### src/rtl/pbus_pkg.sv
`timescale 1ns/1ps
package pbus_pkg;

  // Strobe bundle, all active low as seen on the pins.
  typedef struct packed {
    logic ce;
    logic oe;
    logic we;
  } strobe_t;

  // Source of the byte returned on a read.
  typedef enum logic [1:0] {
    RSRC_ARRAY = 2'd0,
    RSRC_POLL  = 2'd1,
    RSRC_ERASE = 2'd2
  } rsrc_e;

  // Erase has precedence over write when both busy flags are set.
  function automatic rsrc_e pick_rsrc(logic bsy_wr, logic bsy_er);
    if (bsy_er)      return RSRC_ERASE;
    else if (bsy_wr) return RSRC_POLL;
    else             return RSRC_ARRAY;
  endfunction

endpackage

### src/rtl/pbus_sync.sv
`timescale 1ns/1ps
module pbus_sync #(
  parameter int              W       = 1,
  parameter int              STAGES  = 2,
  parameter logic [W-1:0]    RST_VAL = '0
) (
  input  logic         clk,
  input  logic         rst_n,
  input  logic [W-1:0] d,
  output logic [W-1:0] q
);

  logic [STAGES-1:0][W-1:0] stg;

  generate
    if (STAGES == 1) begin : g_single
      always_ff @(posedge clk or negedge rst_n) begin
        if (!rst_n) stg[0] <= RST_VAL;
        else        stg[0] <= d;
      end
    end else begin : g_chain
      always_ff @(posedge clk or negedge rst_n) begin
        if (!rst_n) stg <= {STAGES{RST_VAL}};
        else        stg <= {stg[STAGES-2:0], d};
      end
    end
  endgenerate

  assign q = stg[STAGES-1];

endmodule

### src/rtl/pbus_wr_capture.sv
`timescale 1ns/1ps
module pbus_wr_capture #(
  parameter int AW = 16,
  parameter int DW = 8
) (
  input  logic          clk,
  input  logic          rst_n,
  input  logic          ce_s,
  input  logic          oe_s,
  input  logic          we_s,
  input  logic [AW-1:0] addr_s,
  input  logic [DW-1:0] data_s,
  output logic          wr_lvl,
  output logic          ev_addr_latch,
  output logic          ev_data_latch,
  output logic          load_stb,
  output logic [AW-1:0] load_addr,
  output logic [DW-1:0] load_data
);

  logic          wr_now;
  logic [AW-1:0] addr_lat;
  logic [DW-1:0] data_hold;

  // Write span: select and write low, output enable high.
  assign wr_now        = !ce_s && !we_s && oe_s;
  // Start of span = later falling edge of the two strobes.
  assign ev_addr_latch = wr_now && !wr_lvl;
  // End of span = earlier rising edge; dropped if output enable fell.
  assign ev_data_latch = !wr_now && wr_lvl && oe_s;

  always_ff @(posedge clk or negedge rst_n) begin
    if (!rst_n) begin
      wr_lvl    <= 1'b0;
      addr_lat  <= '0;
      data_hold <= '0;
      load_stb  <= 1'b0;
      load_addr <= '0;
      load_data <= '0;
    end else begin
      wr_lvl   <= wr_now;
      load_stb <= ev_data_latch;
      if (ev_addr_latch) addr_lat  <= addr_s;
      if (wr_now)        data_hold <= data_s;
      if (ev_data_latch) begin
        load_addr <= addr_lat;
        load_data <= data_hold;
      end
    end
  end

endmodule

### src/rtl/pbus_rd_path.sv
`timescale 1ns/1ps
module pbus_rd_path
  import pbus_pkg::*;
#(
  parameter int AW = 16,
  parameter int DW = 8
) (
  input  logic          clk,
  input  logic          rst_n,
  input  logic          ce_s,
  input  logic          oe_s,
  input  logic [AW-1:0] addr_s,
  input  logic          busy_write,
  input  logic          busy_erase,
  input  logic [DW-1:0] array_rdata,
  input  logic          load_stb,
  input  logic          load_msb,
  output logic          dq_oe,
  output logic [AW-1:0] rd_addr,
  output logic [DW-1:0] dq_out,
  output logic          ev_status_read
);

  localparam int POLL_BIT = DW - 1;
  localparam int TOG_BIT  = DW - 2;

  logic  rd_now;
  logic  busy_any;
  logic  tog_q;
  logic  poll_q;
  rsrc_e src;

  function automatic logic [DW-1:0] status_word(rsrc_e s, logic poll, logic tog);
    logic [DW-1:0] w;
    w           = '0;
    w[TOG_BIT]  = tog;
    w[POLL_BIT] = (s == RSRC_POLL) ? ~poll : 1'b0;
    return w;
  endfunction

  assign rd_now         = !ce_s && !oe_s;
  assign busy_any       = busy_write || busy_erase;
  assign ev_status_read = rd_now && !dq_oe && busy_any;
  assign src            = pick_rsrc(busy_write, busy_erase);

  always_ff @(posedge clk or negedge rst_n) begin
    if (!rst_n) begin
      dq_oe   <= 1'b0;
      rd_addr <= '0;
      tog_q   <= 1'b0;
      poll_q  <= 1'b0;
    end else begin
      dq_oe   <= rd_now;
      rd_addr <= addr_s;
      if (!busy_any)          tog_q <= 1'b0;
      else if (ev_status_read) tog_q <= ~tog_q;
      if (load_stb) poll_q <= load_msb;
    end
  end

  always_comb begin
    if (!dq_oe)                dq_out = '0;
    else if (src == RSRC_ARRAY) dq_out = array_rdata;
    else                        dq_out = status_word(src, poll_q, tog_q);
  end

endmodule

### src/rtl/pbus_front.sv
`timescale 1ns/1ps
module pbus_front
  import pbus_pkg::*;
#(
  parameter int AW        = 16,
  parameter int DW        = 8,
  parameter int SYNC_DEPTH = 2
) (
  input  logic          clk,
  input  logic          rst_n,
  input  logic          ce_n,
  input  logic          oe_n,
  input  logic          we_n,
  input  logic [AW-1:0] addr_i,
  input  logic [DW-1:0] data_i,
  input  logic          busy_write,
  input  logic          busy_erase,
  input  logic [DW-1:0] array_rdata,
  output logic [DW-1:0] dq_out,
  output logic          dq_oe,
  output logic [AW-1:0] rd_addr,
  output logic          load_stb,
  output logic [AW-1:0] load_addr,
  output logic [DW-1:0] load_data
);

  localparam int SW = $bits(strobe_t);

  strobe_t       strb_raw;
  strobe_t       strb_s;
  logic [SW-1:0] strb_s_vec;
  logic          ce_s, oe_s, we_s;
  logic [AW-1:0] addr_s;
  logic [DW-1:0] data_s;
  logic          wr_lvl;
  logic          ev_addr_latch;
  logic          ev_data_latch;
  logic          ev_status_read;

  assign strb_raw = '{ce: ce_n, oe: oe_n, we: we_n};

  pbus_sync #(.W(SW), .STAGES(SYNC_DEPTH), .RST_VAL({SW{1'b1}})) u_sync_strb (
    .clk(clk), .rst_n(rst_n), .d(strb_raw), .q(strb_s_vec)
  );
  pbus_sync #(.W(AW), .STAGES(SYNC_DEPTH), .RST_VAL('0)) u_sync_addr (
    .clk(clk), .rst_n(rst_n), .d(addr_i), .q(addr_s)
  );
  pbus_sync #(.W(DW), .STAGES(SYNC_DEPTH), .RST_VAL('0)) u_sync_data (
    .clk(clk), .rst_n(rst_n), .d(data_i), .q(data_s)
  );

  assign strb_s = strb_s_vec;
  assign ce_s   = strb_s.ce;
  assign oe_s   = strb_s.oe;
  assign we_s   = strb_s.we;

  pbus_wr_capture #(.AW(AW), .DW(DW)) u_wr (
    .clk(clk), .rst_n(rst_n),
    .ce_s(ce_s), .oe_s(oe_s), .we_s(we_s),
    .addr_s(addr_s), .data_s(data_s),
    .wr_lvl(wr_lvl), .ev_addr_latch(ev_addr_latch), .ev_data_latch(ev_data_latch),
    .load_stb(load_stb), .load_addr(load_addr), .load_data(load_data)
  );

  pbus_rd_path #(.AW(AW), .DW(DW)) u_rd (
    .clk(clk), .rst_n(rst_n),
    .ce_s(ce_s), .oe_s(oe_s), .addr_s(addr_s),
    .busy_write(busy_write), .busy_erase(busy_erase),
    .array_rdata(array_rdata),
    .load_stb(load_stb), .load_msb(load_data[DW-1]),
    .dq_oe(dq_oe), .rd_addr(rd_addr), .dq_out(dq_out),
    .ev_status_read(ev_status_read)
  );

endmodule

### config.mk
export PLATFORM = sky130hd
export DESIGN_NAME = pbus_front
export DESIGN_NICKNAME = d
export VERILOG_FILES = /design/src/rtl/pbus_pkg.sv /design/src/rtl/pbus_sync.sv /design/src/rtl/pbus_wr_capture.sv /design/src/rtl/pbus_rd_path.sv /design/src/rtl/pbus_front.sv
export SDC_FILE = /design/constraint.sdc
export NUM_CORES = 1
export LEC_CHECK = 0
export ABC_AREA = 1
export BUFFER_PORTS_ARGS = -buffer_cell sky130_fd_sc_hd__buf_2
export CAP_MARGIN = 20
export CORE_MARGIN = 2
export CORE_UTILIZATION = 48
export CTS_CLUSTER_SIZE = 25
export DETAILED_ROUTE_END_ITERATION = 6
export GPL_ROUTABILITY_DRIVEN = 0
export GPL_TIMING_DRIVEN = 0
export MAX_ROUTING_LAYER = met4
export PLACE_DENSITY = 0.74
export SYNTH_ARGS = -nofsm -noshare
export SYNTH_HDL_FRONTEND = slang
export SYNTH_SLANG_ARGS = --single-unit
### constraint.sdc
create_clock -name clk -period 1.25 [get_ports clk]
set_clock_uncertainty 0.15 [all_clocks]
set_input_delay 0.1875 -clock clk [delete_from_list [all_inputs] [get_ports clk]]
set_output_delay 0.1875 -clock clk [all_outputs]
set_load 0.005 [all_outputs]
### Yosys cells after proc, flatten, opt, wreduce, memory -nomap -nowiden

Index checks and enable logic that the tools add are counted.

| word-level totals | value |
|---|---|
| flip-flop bits (word level) | 123 |
| latch bits | 0 |
| RAM bits | 0 |
| memory bits (read-only) | 0 |
| input bits | 39 |
| output and inout bits | 50 |
| word-level logic and storage cells | 43 |
| memories kept | 0 |

| cells by class | value |
|---|---|
| add/subtract/negate cells | 0 |
| $mul | 0 |
| div/mod/pow operators | 0 |
| magnitude comparators | 0 |
| equal/unequal tests | 2 |
| shift-type cells | 0 |
| mux-type cells | 7 |
| bitwise gates (word level) | 2 |
| reduce and logical (&&, ||, !) cells | 16 |

Operators by type and width:

| cell | count |
|---|---|
| two-way mux 8 bit | 2 |
| logical AND 1 bit | 8 |
| zero test 1 bit | 6 |
| two-way mux 1 bit | 4 |
| == test 2 x 1 -> 1 bit (second input constant) | 1 |
| zero test 2 bit | 1 |
| two-way mux 2 bit | 1 |
| != test 2 bit (second input constant) | 1 |
| inverter 1 bit | 2 |
| logical OR 1 bit | 1 |

### Logic depth before layout (Yosys ltp)

Gate-level depths: netlist of run 1.

| logic depth | value |
|---|---|
| word-level depth | 6 |
| mapped depth | 6 |

### Hierarchy

From an unflattened synthesis of run 1, not the netlist that was laid out.

| unflattened totals | value |
|---|---|
| cells, all modules | 353 |
| area, all modules | 4276.6 um^2 |

By module, submodules not included:

| module | times used | cells each | area an instance (um^2) |
|---|---|---|---|
| pbus_wr_capture | 1 | 219 | 2077.0 |
| pbus_sync at u_sync_addr | 1 | 48 | 920.9 |
| pbus_rd_path | 1 | 53 | 638.1 |
| pbus_sync at u_sync_data | 1 | 24 | 460.4 |
| pbus_sync at u_sync_strb | 1 | 9 | 180.2 |

### Least setup slack after synthesis of run 1

OpenSTA, ideal clock, no wires.

| timing path | value |
|---|---|
| path type | reg-to-reg |
| start | register u_sync_strb.stg (netlist bit u_sync_strb.q[1]) |
| end | register u_wr.addr_lat[10] |
| library setup time | 117 ps |
| arrival time | 1024 ps |
| data required time | 983 ps |
| setup slack | -41 ps |
| stages on the path, launching flop included | 6 |
| path buffers | 2 |
| path through | dfstp_2 -> buf_6 -> nand3_4 -> buf_6 -> nand2_1 -> nand2_1 |

| on the way | value |
|---|---|
| longest elaborated chain between the ends | 2 |

RTL lines:

| item | line | text |
|---|---|---|
| start: declaration | pbus_sync.sv:13 | `logic [STAGES-1:0][W-1:0] stg;` |
| start signal: assignment | pbus_sync.sv:23 | `if (!rst_n) stg <= {STAGES{RST_VAL}};` |
| start signal: assignment | pbus_sync.sv:24 | `else stg <= {stg[STAGES-2:0], d};` |
| logical AND 1 bit | pbus_wr_capture.sv:26 | `assign wr_now = !ce_s && !we_s && oe_s;` |
| logical AND 1 bit | pbus_wr_capture.sv:28 | `assign ev_addr_latch = wr_now && !wr_lvl;` |
| end signal: assignment | pbus_wr_capture.sv:43 | `if (ev_addr_latch) addr_lat <= addr_s;` |
| end: declaration | pbus_wr_capture.sv:22 | `logic [AW-1:0] addr_lat;` |

Every way passes these cells.
A chain may end at the register's enable or synchronous reset.

### Worst setup path after layout of run 1

| timing path | value |
|---|---|
| start | register u_rd.poll_q |
| end | output port dq_out[7] |

| on the way | value |
|---|---|
| longest elaborated chain between the ends | 4 |

RTL lines:

| item | line | text |
|---|---|---|
| start: declaration | pbus_rd_path.sv:30 | `logic poll_q;` |
| start signal: assignment | pbus_rd_path.sv:57 | `if (load_stb) poll_q <= load_msb;` |
| inverter 1 bit | pbus_rd_path.sv:37 | `w[POLL_BIT] = (s == RSRC_POLL) ? ~poll : 1'b0;` |
| two-way mux 1 bit | pbus_rd_path.sv:37 |  |
| two-way mux 8 bit | pbus_rd_path.sv:63 | `else if (src == RSRC_ARRAY) dq_out = array_rdata;` |
| two-way mux 8 bit | pbus_rd_path.sv:62 | `if (!dq_oe) dq_out = '0;` |
| end: declaration | pbus_front.sv:19 | `output logic [DW-1:0] dq_out,` |

Every way passes these cells.

==> results.yml, run 1 <==
status:
  status: "complete, but fails checks"
  violations: "negative setup slack"
grt:
  first_global_vias: 3147
  track_usage: 0.233
  grt_pass1_wl_um: 15000
  grt_max_degree: 80
  antenna_found_initial: 0
  grt-ovfl-total: 0
layout:
  nFillCells: 461
  final-seq-area_um2: 3090
  area_delta_synth_final_pct: 61.2
  multi_input_area_um2: 1180
  nets: 556
  final_common_cell: "dfrtp_1"
  drive_gt1_frac: 0.555
  stdcell_count: 635
  final_cell_mix: "dfrtp_1 (116), buf_2 (87), nand2_1 (58)"
  utilization: 0.794
  antennaDiodeCount: 0
  design_area_um2: 6530
power:
  powerDensity_nw_per_um2: 1760
  ir_worst_vdd_uv: 1450
  p_leak_nw: 3.27
  p_total_mw: 11.5
worst_setup_path:
  critPathSlowestCell: "dfrtp_1"
  crit_path_end_kind: "output port"
  r2r-start: "u_sync_strb.q[1]$_DFF_PN1_"
  required_ns: 0.91
  path_max_fanout: 2
  crit_chain: "inv_2 -> nand3_2 -> a21oi_2 -> buf_2"
  startpoint_type: "register"
  crit_arrival_ns: 1.23
  crit_type: "register to output port"
  slowest_delay_ns: 0.37
  startpoint: "u_rd.poll_q$_DFFE_PN0P_"
yosys:
  yosysSeqAreaShare: 0.762
  synth_area_leaders: "dfrtp_1 (72%), nand2_1 (10%), dfstp_2 (3.9%)"
  syn_area_per_cell_um2: 12.5
  ys.flop_type: "dfrtp_1"
  ys_warn_count: 0
  synth_nets: 364
  ys_ff_latch: 123
  syn_area_um2: 4050
  async_reset_ff_frac: 1.00
  synth_largest_area_cell: "dfrtp_1"
  netlist.area_leader.share: 0.723
  synth-edff-count: 0
  yosysUniqueCellTypes: 17
  synthCells: 325
cts:
  cts_tree: "built"
  h-tree-depth: 4
  clock_latency_ns: 0.51
  cts_made_buffers: 17
  cts.sinks: 123
  clockBufferDepth: 2
  cts-root-buf: "clkbuf_8"
  path_clk_slew_ns: 0.06
detailed_routing:
  antenna_left: 0
  viasPerCell: 4.83
  drt_iter0_drc: 159
  firstDrtPassIters: 4
  dr_total_vias: 3070
  drc: 0
  wl_per_cell_um: 15.8
  wl_um: 10100
die:
  die_h_um: 95.8
  io_pins: 89
  core_um2: 8220
  die_area_um2: 9190
  die_w_um: 95.8
  start_util: 0.493
  rows: 33
timing:
  slew_headroom: 0.717
  hold_viol: 0
  fmax_mhz: 636
  period_needed_ns: 1.57
  finalSetupTns_ns: -14.96
  rsz0062_at_grt: "yes"
  setup_violations: 102
  hold_ws_ns: 0.00957
  tightestPinTransition_ns: 0.424
  period_share: 1.26
  finalMaxSlewViolations: 0
  postLayoutSetupSlackWorst_ns: -0.322
hold_path:
  min_path_type: "input port to asynchronous set/reset pin"
placement:
  place_ws_ns: -0.151
  post-dp-hpwl_um: 4760
  port_buffers: 88
  post_dp_cell_area_um2: 4670
  place_inst: 519
run:
  max_cap_violations: 0
-- report_power, final --
part	total [mW]	switching, mW	internal (mW)
Combinational	1.60	0.723	0.880
Clock	5.12	1.76	3.36
Sequential	4.77	0.314	4.46
-- layer usage --
metal / vias to the layer above / wire length, um / track usage
met5: - / 0 / -
met2: 96 / 5630 / 0.395
li1: 1436 / - / -
met4: 0 / 167 / 0.0940
met1: 1517 / 3770 / 0.262
met3: 21 / 487 / 0.0634
-- final timing paths --
kind	end	slack [ns]	cells after the start
setup / recovery	dq_out[7]	-0.32	4
setup reg to reg	u_wr.data_hold[4]$_DFFE_PN0P_	-0.25	6
max in group asynchronous	u_sync_strb.stg[0]$_DFF_PN1_	0.20	3
hold / removal	u_sync_addr.q[12]$_DFF_PN0_	0.01	2
min in group clk	u_sync_addr.stg[13]$_DFF_PN0_	0.16	2
hold reg to reg	u_sync_data.q[2]$_DFF_PN0_	0.20	0
-- worst max-delay path: cells and delay by family (launching register included) --
family / cells / cell delay (ns)
AO/OA/AOI/OAI: 1 / 0.12
buffers and inverters: 2 / 0.17
flip-flops: 1 / 0.37
AND/OR/NAND/NOR: 1 / 0.06
-- logic make-up after synthesis --
kind of cell	share of synthesized area
flip-flops	0.762
AO/OA/AOI/OAI	0.00371
AND/OR/NAND/NOR	0.190
buffers and inverters	0.0445
-- Yosys cell counts, types with 2 or more instances --
cell     instances
buf_6            7
nand3_4          2
nor2_1          10
nand4_1         17
nand2_1        109
dfstp_2          6
nand2_2          3
dfrtp_1        117
o21ai_0          2
buf_4            3
buf_2            3
inv_1           13
nand3_1         26
inv_2            4
-- registers in the layout, indices dropped and copies added, names as in the netlist, 16 cells and up --
name             count
u_sync_addr.stg     16
u_rd.rd_addr        16
u_wr.addr_lat       16
u_sync_addr.q       16
u_wr.load_addr      16
-- repair_timing --
item                                    4_1_cts  5_1_grt
setup buffers                                33       13
pin swaps                                    26       20
endpoints found under the hold margin       145        0
endpoints found under the setup margin       98      101
hold buffers                                 29        0
gates resized for setup                      86       55
gates cloned                                 10        0
-- cell type report --
class,count,area share
timing repair buffer,171,0.193
buffer,12,0.0226
inverter,17,0.0117
clock buffer,19,0.0677
sequential,123,0.473
clock inverter,13,0.0291
tap,105,0.0201
multi-input combinational,174,0.181
timing repair inverter,1,0.00134
No activity file was read; power rests on OpenSTA's default activity.
==> run 2, diff against run 1 <==
- REMOVE_ABC_BUFFERS: not set -> 1
==> run 2 against run 1 <==
The flow still finishes with violations (negative setup slack). Register-to-register slack hardly changed. Worst setup slack got worse by 0.015 ns. Combinational power decreased by 8%. Final area fell by 2.4%. Clock power up 4.1%. Clock-buffer cell count is 2 lower. Via count is 1.0% higher. Sequential power barely moved. Hold slack improved by 0.025 ns. First-iteration DRC count fell by 24%. Critical path depth is the same.
==> results.yml, run 2 (synthesized netlist as in run 1, its figures left out) <==
die:
  start_util: 0.493
  io_pins: 89
  core_um2: 8220
  rows: 33
  die_area_um2: 9190
  die_w_um: 95.8
  die_h_um: 95.8
layout:
  nFillCells: 475
  final_cell_mix: "dfrtp_1 (115), buf_2 (87), nand2_2 (54)"
  nets: 541
  antennaDiodeCount: 0
  drive_gt1_frac: 0.542
  design_area_um2: 6370
  area_delta_synth_final_pct: 57.3
  final_common_cell: "dfrtp_1"
worst_setup_path:
  path_max_fanout: 2
  startpoint_type: "register"
  ff2ff_path_depth: 4
  r2r_end: "u_wr.addr_lat[0]$_DFFE_PN0P_"
  reg2reg_setup_slack_ns: -0.26
  required_ns: 0.91
  endpoint: "dq_out[7]"
  r2r-start: "u_sync_strb.q[1]$_DFF_PN1_"
  crit_arrival_ns: 1.25
  crit_type: "register to output port"
  crit_path_end_kind: "output port"
  startpoint: "u_rd.poll_q$_DFFE_PN0P_"
grt:
  antenna_found_initial: 0
  grt_pass1_wl_um: 16600
  grt-ovfl-total: 0
  grt_max_degree: 74
  track_usage: 0.266
  first_global_vias: 3276
timing:
  setup_violations: 101
  hold_viol: 0
  period_share: 1.27
  tightestPinTransition_ns: 0.473
  period_needed_ns: 1.59
  fmax_mhz: 630
  rsz0062_at_grt: "yes"
  finalMaxSlewViolations: 0
  postLayoutSetupSlackWorst_ns: -0.338
  slew_headroom: 0.685
detailed_routing:
  route.met3.wl_um: 714
  dr.max_layer_used: "met4"
  wl_um: 10900
  routed-wl-met2_um: 6130
  drt_iter0_drc: 121
  wl_met1_um: 3890
  viasPerCell: 5.00
  wl_per_cell_um: 17.6
  drc: 0
  dr_total_vias: 3102
  antenna_left: 0
  firstDrtPassIters: 4
cts:
  cts.sinks: 123
  cts_made_buffers: 17
  clockBufferDepth: 2
  clock_latency_ns: 0.51
  h-tree-depth: 4
  path_clk_slew_ns: 0.06
  cts-root-buf: "clkbuf_8"
  cts_tree: "built"
placement:
  post-dp-hpwl_um: 4710
  port_buffers: 88
  post_dp_cell_area_um2: 4540
status:
  violations: "negative setup slack"
  status: "complete, but fails checks"
power:
  powerDensity_nw_per_um2: 1820
  ir_worst_vdd_uv: 1370
  p_leak_nw: 3.24
  p_total_mw: 11.6
run:
  max_cap_violations: 0
hold_path:
  min_path_type: "input port to asynchronous set/reset pin"
==> run 2: worst min path at each step <==
stage,from,end,slack (ns)
global route,rst_n,u_sync_addr.q[3]$_DFF_PN0_,0.07
CTS,rst_n,u_sync_addr.stg[3]$_DFF_PN0_,0.03
global placement,oe_n,u_sync_strb.stg[1]$_DFF_PN1_,0.14
detailed placement,rst_n,u_sync_addr.stg[3]$_DFF_PN0_,0.008
floorplan,rst_n,u_rd.dq_oe$_DFF_PN0_,-0.26
finish,rst_n,u_sync_addr.stg[2]$_DFF_PN0_,0.03
==> run 2: cell type report <==
| type | instances | area [um2] | area share |
|---|---|---|---|
| Clock buffer | 17 | 414 | 0.0650 |
| Tap cell | 105 | 131 | 0.0206 |
| Clock inverter | 15 | 238 | 0.0373 |
| Multi-Input combinational cell | 180 | 1240 | 0.195 |
| Timing Repair Buffer | 159 | 1130 | 0.177 |
| Inverter | 17 | 83.8 | 0.0132 |
| Sequential cell | 123 | 3090 | 0.485 |
| Timing Repair inverter | 4 | 37.5 | 0.00589 |
==> run 2: stage by stage <==
step                      TNS (ns)  worst slack (ns)  cells  hold slack [ns]   util
after floorplan              -8.06            -0.216    312           -0.258      -
after global placement     -205.95             -1.53    505            0.143  0.548
after detailed placement    -23.89            -0.572    506          0.00817  0.552
after CTS                   -14.66            -0.367    608           0.0328  0.739
after global routing        -19.98            -0.420    620           0.0715  0.775
final                       -15.64            -0.338    620           0.0347  0.775
==> run 2: routing by layer <==
metal	global-route usage	vias up
met5	-	-
met4	0.112	0
met3	0.0720	15
met2	0.446	117
met1	0.303	1554
li1	-	1416
==> run 2: what timing repair did <==
item	CTS	global route
hold endpoints to repair	149	0
pin swaps	8	15
hold buffers	29	0
cloned	12	0
resized for setup	72	63
setup endpoints to repair	102	101
setup buffers	29	12
==> run 2: critical path, stage by stage, from the launching register on <==
cell and delay (ns):
dfrtp_1 0.38, inv_2 0.06, nand3_2 0.06, a21oi_2 0.13
buf_2 0.12
==> run 2: power breakdown <==
part | internal, mW | switching [mW]
logic | 0.776 | 0.706
registers | 4.46 | 0.305
clock network | 3.48 | 1.85
==> run 3, diff against run 2 <==
- BUFFER_PORTS_ARGS: -buffer_cell sky130_fd_sc_hd__buf_2 -> not set
- CORE_UTILIZATION: 48 -> 50
- DONT_BUFFER_PORTS: not set -> 1
- PLACE_DENSITY: 0.74 -> 0.67
- SLEW_MARGIN: not set -> 20
==> run 3 against run 2 <==
The run ends with negative hold slack, negative setup slack left. Fmax is 5.5% higher. Clock-buffer cell count increased by 2. First-iteration DRC count is 29% lower. Sequential power up 2%. Core utilization fell by 5.1 points. Hold slack worse by 0.82 ns. Combinational power is 49% lower. Final area shrank 12%. Flip-flop and latch count stayed put. Largest cell class unchanged.
==> results.yml, run 3 (synthesized netlist as in run 1, its figures left out) <==
worst_setup_path:
  crit_path_end_kind: "register"
  crit_chain: "buf_8 -> buf_6 -> nand3_4 -> nand2_2 -> nand2_2"
  r2r-start: "u_sync_strb.q[1]$_DFF_PN1_"
  required_ns: 1.50
  critical_path_buf_inv_count: 2
  path_max_fanout: 7
  cp_common_cell: "nand2_2"
  startpoint_type: "register"
  slowest_delay_ns: 0.64
  crit_type: "register to register"
  startpoint: "u_sync_strb.q[1]$_DFF_PN1_"
  worst_path_dominant_cell_family: "flip-flops"
  critPathSlowestCell: "dfstp_4"
  crit_arrival_ns: 1.76
detailed_routing:
  drt_iter0_drc: 86
  antenna_left: 0
  viasPerCell: 5.17
  drc: 0
  firstDrtPassIters: 4
  wl_per_cell_um: 18.8
  dr_total_vias: 2593
  wl_um: 9450
die:
  die_area_um2: 8830
  start_util: 0.521
  die_w_um: 94.0
  die_h_um: 94.0
  rows: 32
  core_um2: 7770
  io_pins: 89
timing:
  finalMaxSlewViolations: 0
  tightestPinTransition_ns: 0.389
  hold_ws_ns: -0.781
  setup_violations: 73
  hold_viol: 123
  rsz0062_at_grt: "yes"
  period_share: 1.20
  slew_headroom: 0.741
  period_needed_ns: 1.50
  postLayoutSetupSlackWorst_ns: -0.254
  fmax_mhz: 665
cts:
  h-tree-depth: 4
  cts_tree: "built"
  cts-root-buf: "clkbuf_8"
  cts.sinks: 123
  cts_hold_buf: 28
  clock_latency_ns: 0.51
  clockBufferDepth: 2
  cts_made_buffers: 17
  path_clk_slew_ns: 0.06
power:
  p_total_mw: 10.7
  ir_worst_vdd_uv: 1700
  powerDensity_nw_per_um2: 1910
  p_leak_nw: 2.64
grt:
  track_usage: 0.237
  grt_pass1_wl_um: 14400
  grt_max_degree: 124
  first_global_vias: 2631
  antenna_found_initial: 0
  grt-ovfl-total: 0
placement:
  place_inst: 414
  place_ws_ns: -0.569
  port_buffers: 0
  post-dp-hpwl_um: 3840
status:
  violations: "negative hold slack, negative setup slack"
  status: "complete, but fails checks"
layout:
  nFillCells: 513
  final_cell_mix: "dfrtp_1 (115), nand2_1 (54), nand2_2 (53)"
  stdcell_count: 502
  nets: 426
  drive_gt1_frac: 0.375
  area_delta_synth_final_pct: 38.9
  antennaDiodeCount: 0
  final_common_cell: "dfrtp_1"
run:
  max_cap_violations: 0
hold_path:
  min_path_type: "input port to asynchronous set/reset pin"
run 3: final timing paths:
| path | end | slack [ns] | depth (start not counted) |
|---|---|---|---|
| max in group asynchronous | u_sync_strb.q[0]$_DFF_PN1_ | 1.49 | 0 |
| max reg2reg | u_wr.load_addr[12]$_DFFE_PN0P_ | -0.25 | 5 |
| min | u_sync_addr.stg[7]$_DFF_PN0_ | -0.78 | 0 |
| max | u_wr.load_addr[12]$_DFFE_PN0P_ | -0.25 | 5 |
| min in group clk | u_sync_strb.stg[1]$_DFF_PN1_ | 0.07 | 1 |
| min reg2reg | u_sync_addr.q[12]$_DFF_PN0_ | 0.19 | 0 |
run 3: metrics by stage:
step / util / cell area (um2) / TNS [ns]
2_1_floorplan: - / 3930 / -8.06
3_3_place_gp: 0.523 / 4060 / -23.35
3_5_place_dp: 0.523 / 4060 / -24.60
4_1_cts: 0.701 / 5440 / -11.14
5_1_grt: 0.724 / 5620 / -14.87
6_report: 0.724 / 5620 / -11.59
run 3: metal layers:
layer	up-vias	wire length [um]	GRT usage
met5	-	0	-
li1	1179	-	-
met1	1317	3830	0.284
met4	0	73	0.0749
met3	11	478	0.0738
met2	86	5070	0.388
run 3: final cells by class:
cell class,instances,area (um2),share of cell area
Tap cell,102,128,0.0227
Sequential cell,123,3090,0.550
Timing Repair Buffer,45,487,0.0865
Clock buffer,19,442,0.0785
Inverter,17,88.8,0.0158
Multi-Input combinational cell,180,1170,0.209
Clock inverter,13,188,0.0334
Timing Repair inverter,3,25.0,0.00445
run 3: what timing repair did:
| item | 4_1_cts | 5_1_grt |
|---|---|---|
| cloned | 11 | 0 |
| gates resized for setup | 62 | 53 |
| hold endpoints to repair | 151 | 123 |
| pin swaps | 9 | 16 |
| setup buffers | 15 | 2 |
| endpoints found under the setup margin | 98 | 100 |
run 3: where the power goes:
group,internal (mW),switching [mW]
combinational,0.363,0.385
clock,3.36,1.78
sequential,4.46,0.378
total,8.18,2.55
